## config.mk

```make
export PLATFORM = sky130hd
export DESIGN_NAME = dbg_mem_seq
export DESIGN_NICKNAME = d
export VERILOG_FILES = /design/src/rtl/dbg_mem_seq.sv
export SDC_FILE = /design/constraint.sdc
export NUM_CORES = 1
export LEC_CHECK = 0
export BUFFER_PORTS_ARGS = -buffer_cell sky130_fd_sc_hd__buf_2
export CORE_MARGIN = 1.5
export CORE_UTILIZATION = 35
export CTS_BUF_LIST = sky130_fd_sc_hd__clkbuf_16
export CTS_CLUSTER_DIAMETER = 60
export DETAILED_ROUTE_END_ITERATION = 6
export SLEW_MARGIN = 20
export SYNTH_ARGS = -nofsm -noshare
export SYNTH_HDL_FRONTEND = slang
export SYNTH_SLANG_ARGS = --single-unit
```

## constraint.sdc

```tcl
create_clock -name clk -period 7.6 [get_ports clk]
set_input_delay 1.52 -clock clk [delete_from_list [all_inputs] [get_ports clk]]
set_output_delay 1.52 -clock clk [all_outputs]
set_load 0.005 [all_outputs]
```

## src/rtl/dbg_mem_seq.sv

```systemverilog
module dbg_mem_seq (
  input  logic        clk,
  input  logic        rst_n,
  input  logic        cmd_valid,
  input  logic [3:0]  cmd_op,
  input  logic [15:0] cmd_addr,
  input  logic [7:0]  cmd_data,
  output logic        busy,
  output logic        done,
  output logic [15:0] result,
  output logic        mst_req,
  output logic        mst_rd,
  output logic [7:0]  mst_byte,
  input  logic        mst_ack,
  input  logic [7:0]  mst_rdata
);
  localparam logic [3:0] OP_XRD = 4'd0, OP_XWR = 4'd1, OP_CRD = 4'd2, OP_STAT = 4'd3,
                         OP_ID = 4'd4, OP_GPC = 4'd5, OP_SPC = 4'd6, OP_HALT = 4'd7,
                         OP_RES = 4'd8, OP_STEP = 4'd9, OP_ERASE = 4'd10, OP_WCFG = 4'd11,
                         OP_RCFG = 4'd12;

  // step word: {last, read, capture, byte}
  localparam logic [10:0] RD_SKIP = 11'h200, RD_CAP = 11'h300,
                          END_CAP = 11'h700, END_SKIP = 11'h600;

  logic [3:0]  op_q, st_q;
  logic [15:0] addr_q;
  logic [7:0]  data_q;
  logic        s_last, s_rd, s_cap;
  logic [7:0]  s_byte;

  function automatic logic [10:0] wr(input logic [7:0] b);
    wr = {3'b000, b};
  endfunction

  function automatic logic [7:0] di(input logic [1:0] len);
    di = 8'h54 + {6'b0, len};
  endfunction

  function automatic logic [10:0] step_info(input logic [3:0] op, input logic [3:0] st,
                                            input logic [15:0] a, input logic [7:0] d);
    logic [7:0] bk;
    bk = {3'b000, a[15], 4'b0001};
    step_info = END_CAP;
    case (op)
      OP_XRD: case (st)
        4'd0: step_info = wr(di(2'd3));
        4'd1: step_info = wr(8'h90);
        4'd2: step_info = wr(a[15:8]);
        4'd3: step_info = wr(a[7:0]);
        4'd4: step_info = RD_SKIP;
        4'd5: step_info = wr(di(2'd1));
        4'd6: step_info = wr(8'hE0);
        default: step_info = END_CAP;
      endcase
      OP_XWR: case (st)
        4'd0: step_info = wr(di(2'd3));
        4'd1: step_info = wr(8'h90);
        4'd2: step_info = wr(a[15:8]);
        4'd3: step_info = wr(a[7:0]);
        4'd4: step_info = RD_SKIP;
        4'd5: step_info = wr(di(2'd2));
        4'd6: step_info = wr(8'h74);
        4'd7: step_info = wr(d);
        4'd8: step_info = RD_SKIP;
        4'd9: step_info = wr(di(2'd1));
        4'd10: step_info = wr(8'hF0);
        default: step_info = END_SKIP;
      endcase
      OP_CRD: case (st)
        4'd0: step_info = wr(di(2'd3));
        4'd1: step_info = wr(8'h75);
        4'd2: step_info = wr(8'hC7);
        4'd3: step_info = wr(bk);
        4'd4: step_info = RD_SKIP;
        4'd5: step_info = wr(di(2'd3));
        4'd6: step_info = wr(8'h90);
        4'd7: step_info = wr(a[15:8]);
        4'd8: step_info = wr(a[7:0]);
        4'd9: step_info = RD_SKIP;
        4'd10: step_info = wr(di(2'd1));
        4'd11: step_info = wr(8'hE4);
        4'd12: step_info = RD_SKIP;
        4'd13: step_info = wr(di(2'd1));
        4'd14: step_info = wr(8'h93);
        default: step_info = END_CAP;
      endcase
      OP_ID, OP_GPC: case (st)
        4'd0: step_info = wr(op == OP_ID ? 8'h68 : 8'h28);
        4'd1: step_info = RD_CAP;
        default: step_info = END_CAP;
      endcase
      OP_SPC: case (st)
        4'd0: step_info = wr(8'h02);
        4'd1: step_info = wr(a[15:8]);
        4'd2: step_info = wr(a[7:0]);
        default: step_info = END_CAP;
      endcase
      OP_WCFG: case (st)
        4'd0: step_info = wr(8'h1D);
        4'd1: step_info = wr(d);
        default: step_info = END_CAP;
      endcase
      default: case (st)
        4'd0: case (op)
          OP_STAT:  step_info = wr(8'h3F);
          OP_HALT:  step_info = wr(8'h44);
          OP_RES:   step_info = wr(8'h4C);
          OP_STEP:  step_info = wr(8'h5C);
          OP_ERASE: step_info = wr(8'h14);
          default:  step_info = wr(8'h24);
        endcase
        default: step_info = END_CAP;
      endcase
    endcase
  endfunction

  assign {s_last, s_rd, s_cap, s_byte} = step_info(op_q, st_q, addr_q, data_q);
  assign mst_req  = busy;
  assign mst_rd   = s_rd;
  assign mst_byte = s_byte;

  wire legal = cmd_op <= OP_RCFG;

  always_ff @(posedge clk) begin
    if (!rst_n) begin
      busy   <= 1'b0;
      done   <= 1'b0;
      result <= '0;
      op_q   <= '0;
      st_q   <= '0;
      addr_q <= '0;
      data_q <= '0;
    end else begin
      done <= 1'b0;
      if (!busy) begin
        if (cmd_valid && legal) begin
          busy   <= 1'b1;
          op_q   <= cmd_op;
          addr_q <= cmd_addr;
          data_q <= cmd_data;
          st_q   <= '0;
          result <= '0;
        end
      end else if (mst_ack) begin
        if (s_rd && s_cap) result <= {result[7:0], mst_rdata};
        if (s_last) begin
          busy <= 1'b0;
          done <= 1'b1;
        end else begin
          st_q <= st_q + 4'd1;
        end
      end
    end
  end
endmodule

```

==> out/results.tsv, run 1 <==
stage	metric	value	unit
status	outcome	finished, final reports clean	
yosys	Post-Syn Area	0.00323	mm^2
route	DRT iter0 DRCs	297	
yosys	Syn. warnings	0	
sta	Worst Tran Pin Value	0.988	ns
critical_path	Critical Path Sink Type	primary output	
sta	Setup violations, final	0	
clocking	clk root buf	clkbuf_16	
global_route	antenna violations before repair	0	
yosys	post-synth cell types	62	
global_route	gr usage total	21.0	%
pwr	VDD IR max	0.0000904	V
route	remaining antenna violation count	0	
pwr	Leak	1.44	nW
route	Met2 Wirelength	4.33	mm
clocking	Inserted Clock Buffers	5	
global_route	gr ovfl total	0	
route	TritonRoute pass-1 iters	5	
cells_and_area	diode count	0	
route	drt drc	0	
floorplanning	row count	34	
sta	Setup TNS	0	ns
sta	FMAX	209	MHz
clocking	CTS resizes	0	
cells_and_area	Area Overhead vs Synth	14.7	%
sta	Max-slew headroom	34.1	%
sta	Tmin final	4.79	ns
cells_and_area	Non-Filler Instances	566	
critical_path	CP startpoint kind	flip-flop	
floorplanning	io pins	68	
yosys	register area share after synthesis	31.0	%
critical_path	Setup CP Type	flip-flop to primary output	
clocking	CTS clk-pin slew, worst paths	0.07	ns
global_route	largest net degree at the start of global routing	37	
cells_and_area	Final Cell Area	0.00371	mm^2
route	WL final	10.1	mm
job	Max Cap Viol	0	
critical_path	Worst Path Arrival	3.27	ns
clocking	clock latency on the worst-skew pair	0.29	ns
global_route	global-route wire length before repair	16.5	mm
floorplanning	die outline area	0.00982	mm^2
route	met1 wire length	4.81	mm
route	routed vias	3359	
sta	RSZ-0062 raised after global routing	false	
yosys	Synth async-reset ratio	0	%
clocking	# hold bufs at CTS	0	
floorplanning	die height	99.1	um
clocking	clock buffer depth	2	
clocking	Post-CTS Setup Bufs	0	
cells_and_area	fin nets	501	
route	routed vias/inst	5.93	
placed_design	gp weighted congestion	0.910	
clocking	H-tree levels	2	
critical_path	CP Max Fanout	20	
clocking	CTS sink cnt	50	
sta	clock skew	0.00818	ns
clocking	CTS tree	built	
route	DR WL/cell	17.8	um
cells_and_area	layout cells sized above 1	19.0	%
placed_design	Final HPWL DP	7.18	mm
route	DR WL met3	743	um
sta	Final Hold Viols	0	
floorplanning	floorplan core area	0.00885	mm^2
pwr	power density over the cells	183	mW/mm^2
yosys	FF+latch count, synth	50	
yosys	Primary FF master, synth	dfxtp_1	
yosys	post-synth net total	461	
sta	final slew viol count	0	
placed_design	I/O Buffers	67	
placed_design	placed inst area	0.00354	mm^2
yosys	Syn Inst Count	417	
sta	Final period util	63.1	%
yosys	syn avg cell area	7.75	um^2
global_route	number of global-route vias before repair	3087	
critical_path	WP data required	6.08	ns
route	DR top layer	met4	
cells_and_area	# fillers	931	
yosys	Post-synth EDFFs	0	
min_path	Hold WC Path Type	flip-flop to flip-flop	
placed_design	placed insts	558	
floorplanning	Initial Util	36.5	%
floorplanning	Chip Width	99.1	um
-- final timing paths --
| kind | slack (ns) | cells past startpoint | from | endpoint |
|---|---|---|---|---|
| worst min-delay path | 0.47 | 1 | result[12]$_SDFFE_PN0P_ | result[12]$_SDFFE_PN0P_ |
| worst max register to register | 4.34 | 8 | st_q[0]$_SDFFE_PN0P_ | result[1]$_SDFFE_PN0P_ |
| worst min register to register | 0.47 | 1 | result[12]$_SDFFE_PN0P_ | result[12]$_SDFFE_PN0P_ |
| worst max-delay path | 2.81 | 8 | st_q[0]$_SDFFE_PN0P_ | mst_byte[5] |
-- worst max-delay path, cell delays in order (launching register included) --
cell      delay, ns
dfxtp_1        0.40
inv_1          0.10
ha_1           0.46
or3_4          0.50
o211ai_1       0.74
nand2b_1       0.20
a21oi_1        0.06
or3_1          0.39
buf_2          0.14
-- cell usage after synthesis (all sizes together), types with 2 or more instances --
library cell | n | area share [%]
a2111o | 2 | 0.70
a211o | 2 | 0.54
a211oi | 5 | 1.5
a21boi | 28 | 6.5
a21o | 4 | 0.93
a21oi | 25 | 4.0
a221oi | 7 | 1.9
a22o | 17 | 4.6
a22oi | 16 | 3.7
a31oi | 9 | 2.4
a32oi | 2 | 0.54
and2 | 4 | 0.77
buf | 22 | 4.1
clkbuf | 15 | 1.7
dfxtp | 50 | 31
ha | 4 | 1.5
inv | 6 | 0.70
nand2 | 79 | 9.2
nand2b | 7 | 1.4
nand3 | 9 | 1.4
nand4 | 2 | 0.39
nand4b | 2 | 0.54
nor2 | 17 | 2.0
nor2b | 7 | 1.4
nor3 | 12 | 1.9
nor3b | 3 | 1.0
nor4 | 2 | 0.39
o211ai | 4 | 0.93
o21a | 3 | 0.70
o21ai | 12 | 1.9
o21bai | 2 | 0.46
o22ai | 11 | 2.3
o31ai | 4 | 0.93
or3 | 2 | 0.54
or4 | 5 | 1.2
-- cell usage in the layout, fill, tap and decap left out, drive strengths merged, types with 9 or more instances in the layout --
| cell type | instances |
|---|---|
| nor2 | 17 |
| dfxtp | 50 |
| a21oi | 25 |
| o22ai | 11 |
| a22o | 17 |
| o21ai | 12 |
| buf | 70 |
| nor3 | 12 |
| nand3 | 9 |
| a21boi | 28 |
| nand2 | 79 |
| a22oi | 16 |
| a31oi | 9 |
-- logic make-up after synthesis --
family,synth area share (%)
buf+inv,6.50
simple gates,23.6
mux,0.310
compound gates,37.1
fa+ha+maj,1.55
flops,31.0
-- sequential cells by signal, summed over array words and instances, names as in the netlist --
register	count
st_q	4
data_q	8
addr_q	16
done	1
op_q	4
result	16
busy	1
-- final cells by class --
class	count	area (um^2)	share of cell area (%)
Multi-Input combinational cell	324	2020	54.5
Sequential cell	50	1000	27.0
Timing Repair Buffer	70	358	9.65
Tap cell	108	135	3.64
Clock buffer	5	125	3.37
Clock inverter	3	43.8	1.18
Inverter	6	22.5	0.607
-- metrics by stage --
stage | util (%) | worst slack [ns] | power (W) | hold WS (ns)
2_1_floorplan | - | 3.95 | 0.000378 | 0.444
3_3_place_gp | 40.0 | 3.19 | 0.000422 | 0.453
3_5_place_dp | 40.0 | 3.15 | 0.000423 | 0.453
4_1_cts | 41.9 | 2.85 | 0.000681 | 0.473
5_1_grt | 41.9 | 2.64 | 0.000709 | 0.487
6_report | 41.9 | 2.81 | 0.000677 | 0.471
-- routing by layer --
layer	up-vias	track usage, %
li1	1628	-
met1	1564	31.6
met2	151	31.4
met3	16	2.39
met4	0	6.39
met5	-	0
-- power breakdown --
part / internal [W] / total [W] / leakage (nW) / switching [W]
logic: 0.0000528 / 0.000127 / 0.944 / 0.0000742
clock network: 0.000156 / 0.000258 / 0.0842 / 0.000102
registers: 0.000273 / 0.000292 / 0.407 / 0.0000187
total: 0.000482 / 0.000677 / 1.44 / 0.000195
Power figures use the tool's default switching activity.
==> inputs of run 2 (changes only) <==
- clock period: 7.6 -> 3.9 ns (I/O delays scaled with it)
==> run 2 against run 1 <==
  * Non-clock buffer count up 8
  * Final cell count up 1.4%
  * Hold slack better by 0.0019 ns
  * Clock power up 71%
  * Design area up 0.98%
  * Critical endpoint is now mst_byte[1]
  * Highest routed layer unchanged
==> out/results.tsv, run 2 (synthesis results as in run 1) <==
stage	metric	value	unit
sta	RSZ-0062 raised after global routing	false	
clocking	# hold bufs at CTS	0	
route	DR WL/cell	17.1	um
route	routed vias	3382	
critical_path	Worst Path Arrival	2.79	ns
route	TritonRoute pass-1 iters	5	
cells_and_area	most common cell after layout, fill and taps aside	nand2_1	
clocking	H-tree levels	2	
cells_and_area	Final Util	42.3	%
global_route	number of global-route vias before repair	3185	
cells_and_area	diode count	0	
floorplanning	floorplan core area	0.00885	mm^2
pwr	power density over the cells	336	mW/mm^2
critical_path	CP startpoint kind	flip-flop	
sta	Tmin final	3.57	ns
global_route	gr ovfl total	0	
floorplanning	Chip Width	99.1	um
pwr	VDD IR max	0.000155	V
critical_path	flop2flop setup slack	0.86	ns
critical_path	CP Max Fanout	17	
critical_path	Largest stage delay, worst path	0.55	ns
sta	Max-slew headroom	32.2	%
clocking	Inserted Clock Buffers	5	
clocking	Post-CTS Setup Bufs	0	
sta	FMAX	280	MHz
critical_path	Setup CP Type	flip-flop to primary output	
critical_path	CP Capture Point	mst_byte[1]	
route	DRT iter0 DRCs	350	
cells_and_area	Area Overhead vs Synth	15.8	%
pwr	Leak	1.46	nW
min_path	Hold WC Path Type	flip-flop to flip-flop	
pwr	total power	0.00126	W
critical_path	critical path depth	8	
critical_path	Slowest cell on crit path	or4_1	
critical_path	WP data required	3.12	ns
global_route	largest net degree at the start of global routing	36	
cells_and_area	biggest regs	addr_q: 16 flops, result: 16 flops, data_q: 8 flops	
floorplanning	die outline area	0.00982	mm^2
clocking	CTS sink cnt	50	
critical_path	CP top delay family	simple AND/OR/NAND/NOR gates	
clocking	clk root buf	clkbuf_16	
placed_design	gp weighted congestion	0.970	
critical_path	worst flop-to-flop path startpoint	st_q[1]$_SDFFE_PN0P_	
sta	Worst Tran Pin Value	1.02	ns
global_route	global-route wire length before repair	16.3	mm
sta	Final period util	91.4	%
sta	Setup TNS	0	ns
critical_path	Worst Setup SP	st_q[1]$_SDFFE_PN0P_	
clocking	CTS tree	built	
route	routed vias/inst	5.89	
cells_and_area	layout cells sized above 1	20.2	%
clocking	CTS clk-pin slew, worst paths	0.07	ns
clocking	clock buffer depth	2	
global_route	gr usage total	20.3	%
critical_path	RR Endpoint	result[2]$_SDFFE_PN0P_	
cells_and_area	# fillers	928	
sta	final slew viol count	0	
route	remaining antenna violation count	0	
floorplanning	row count	34	
floorplanning	die height	99.1	um
status	outcome	finished, final reports clean	
job	Max Cap Viol	0	
sta	Final Hold Viols	0	
floorplanning	Initial Util	36.5	%
cells_and_area	commonest non-fill, non-tap cells in the layout	79 x nand2_1, 67 x buf_2, 50 x dfxtp_1	
route	WL final	9.82	mm
placed_design	I/O Buffers	67	
route	drt drc	0	
clocking	CTS resizes	0	
critical_path	Critical Path Sink Type	primary output	
floorplanning	io pins	68	
placed_design	Final HPWL DP	7.07	mm
clocking	clock latency on the worst-skew pair	0.29	ns
sta	clock skew	0.00610	ns
critical_path	reg2reg path depth	8	
sta	Min Hold Slack	0.473	ns
cells_and_area	fin nets	509	
critical_path	CP Cell Sequence	inv_1, ha_1, or3_4, o211ai_1, buf_4, a31oi_1, or4_1, buf_2	
critical_path	WP buf/inv	3	
global_route	antenna violations before repair	0	
sta	Setup violations, final	0	
run 2: changes by cell type in the layout (fill, tap and decap cells not counted), sizes merged:
cell      previous run  this run
buf                 70        78
bufinv               1         0
clkinvlp             0         1
run 2: worst min path at each step:
stage	from	endpoint	cells after the start	slack (ns)
after CTS	result[12]$_SDFFE_PN0P_	result[12]$_SDFFE_PN0P_	1	0.48
after detailed placement	result[11]$_SDFFE_PN0P_	result[11]$_SDFFE_PN0P_	1	0.46
after global routing	result[13]$_SDFFE_PN0P_	result[13]$_SDFFE_PN0P_	1	0.50
after global placement	result[11]$_SDFFE_PN0P_	result[11]$_SDFFE_PN0P_	1	0.45
final	result[12]$_SDFFE_PN0P_	result[12]$_SDFFE_PN0P_	1	0.47
after floorplan	data_q[3]$_SDFFE_PN0P_	data_q[3]$_SDFFE_PN0P_	2	0.44
run 2: per-layer routing:
metal	GRT usage, %	part of all wire [%]	up-vias
met5	0	0	-
met4	5.63	2.2	0
met3	3.58	7.6	24
met2	30.7	43	135
met1	29.6	48	1579
li1	-	-	1644
run 2: power by group:
part | internal (W) | switching, W
Clock | 0.000238 | 0.000201
Combinational | 0.000108 | 0.000144
Sequential | 0.000532 | 0.0000358
Total | 0.000879 | 0.000381
run 2: final cells by class:
type                       count  area, um^2  share of cell area, %
multi-input combinational    324        2020                   54.0
sequential                    50        1000                   26.7
timing repair buffer          78         418                   11.2
tap                          108         135                   3.61
clock buffer                   5         125                   3.34
inverter                       6        22.5                  0.602
clock inverter                 3        20.0                  0.535
run 2: per-stage QoR:
stage                     area [um^2]  cells  setup WS [ns]
final                            3740    574          0.334
after global placement           3600    566          0.724
after CTS                        3740    574          0.346
after detailed placement         3600    566          0.660
after floorplan                  3230    417          0.994
after global routing             3740    574          0.178
run 2: worst reg2reg max path: stages, from the launching register on:
cell and delay (ns):
dfxtp_1 0.38, inv_1 0.09, ha_1 0.42, inv_1 0.29, o21ai_0 0.13, o311ai_0 0.73, a31oi_4 0.17, o22ai_2 0.54
a22o_1 0.23
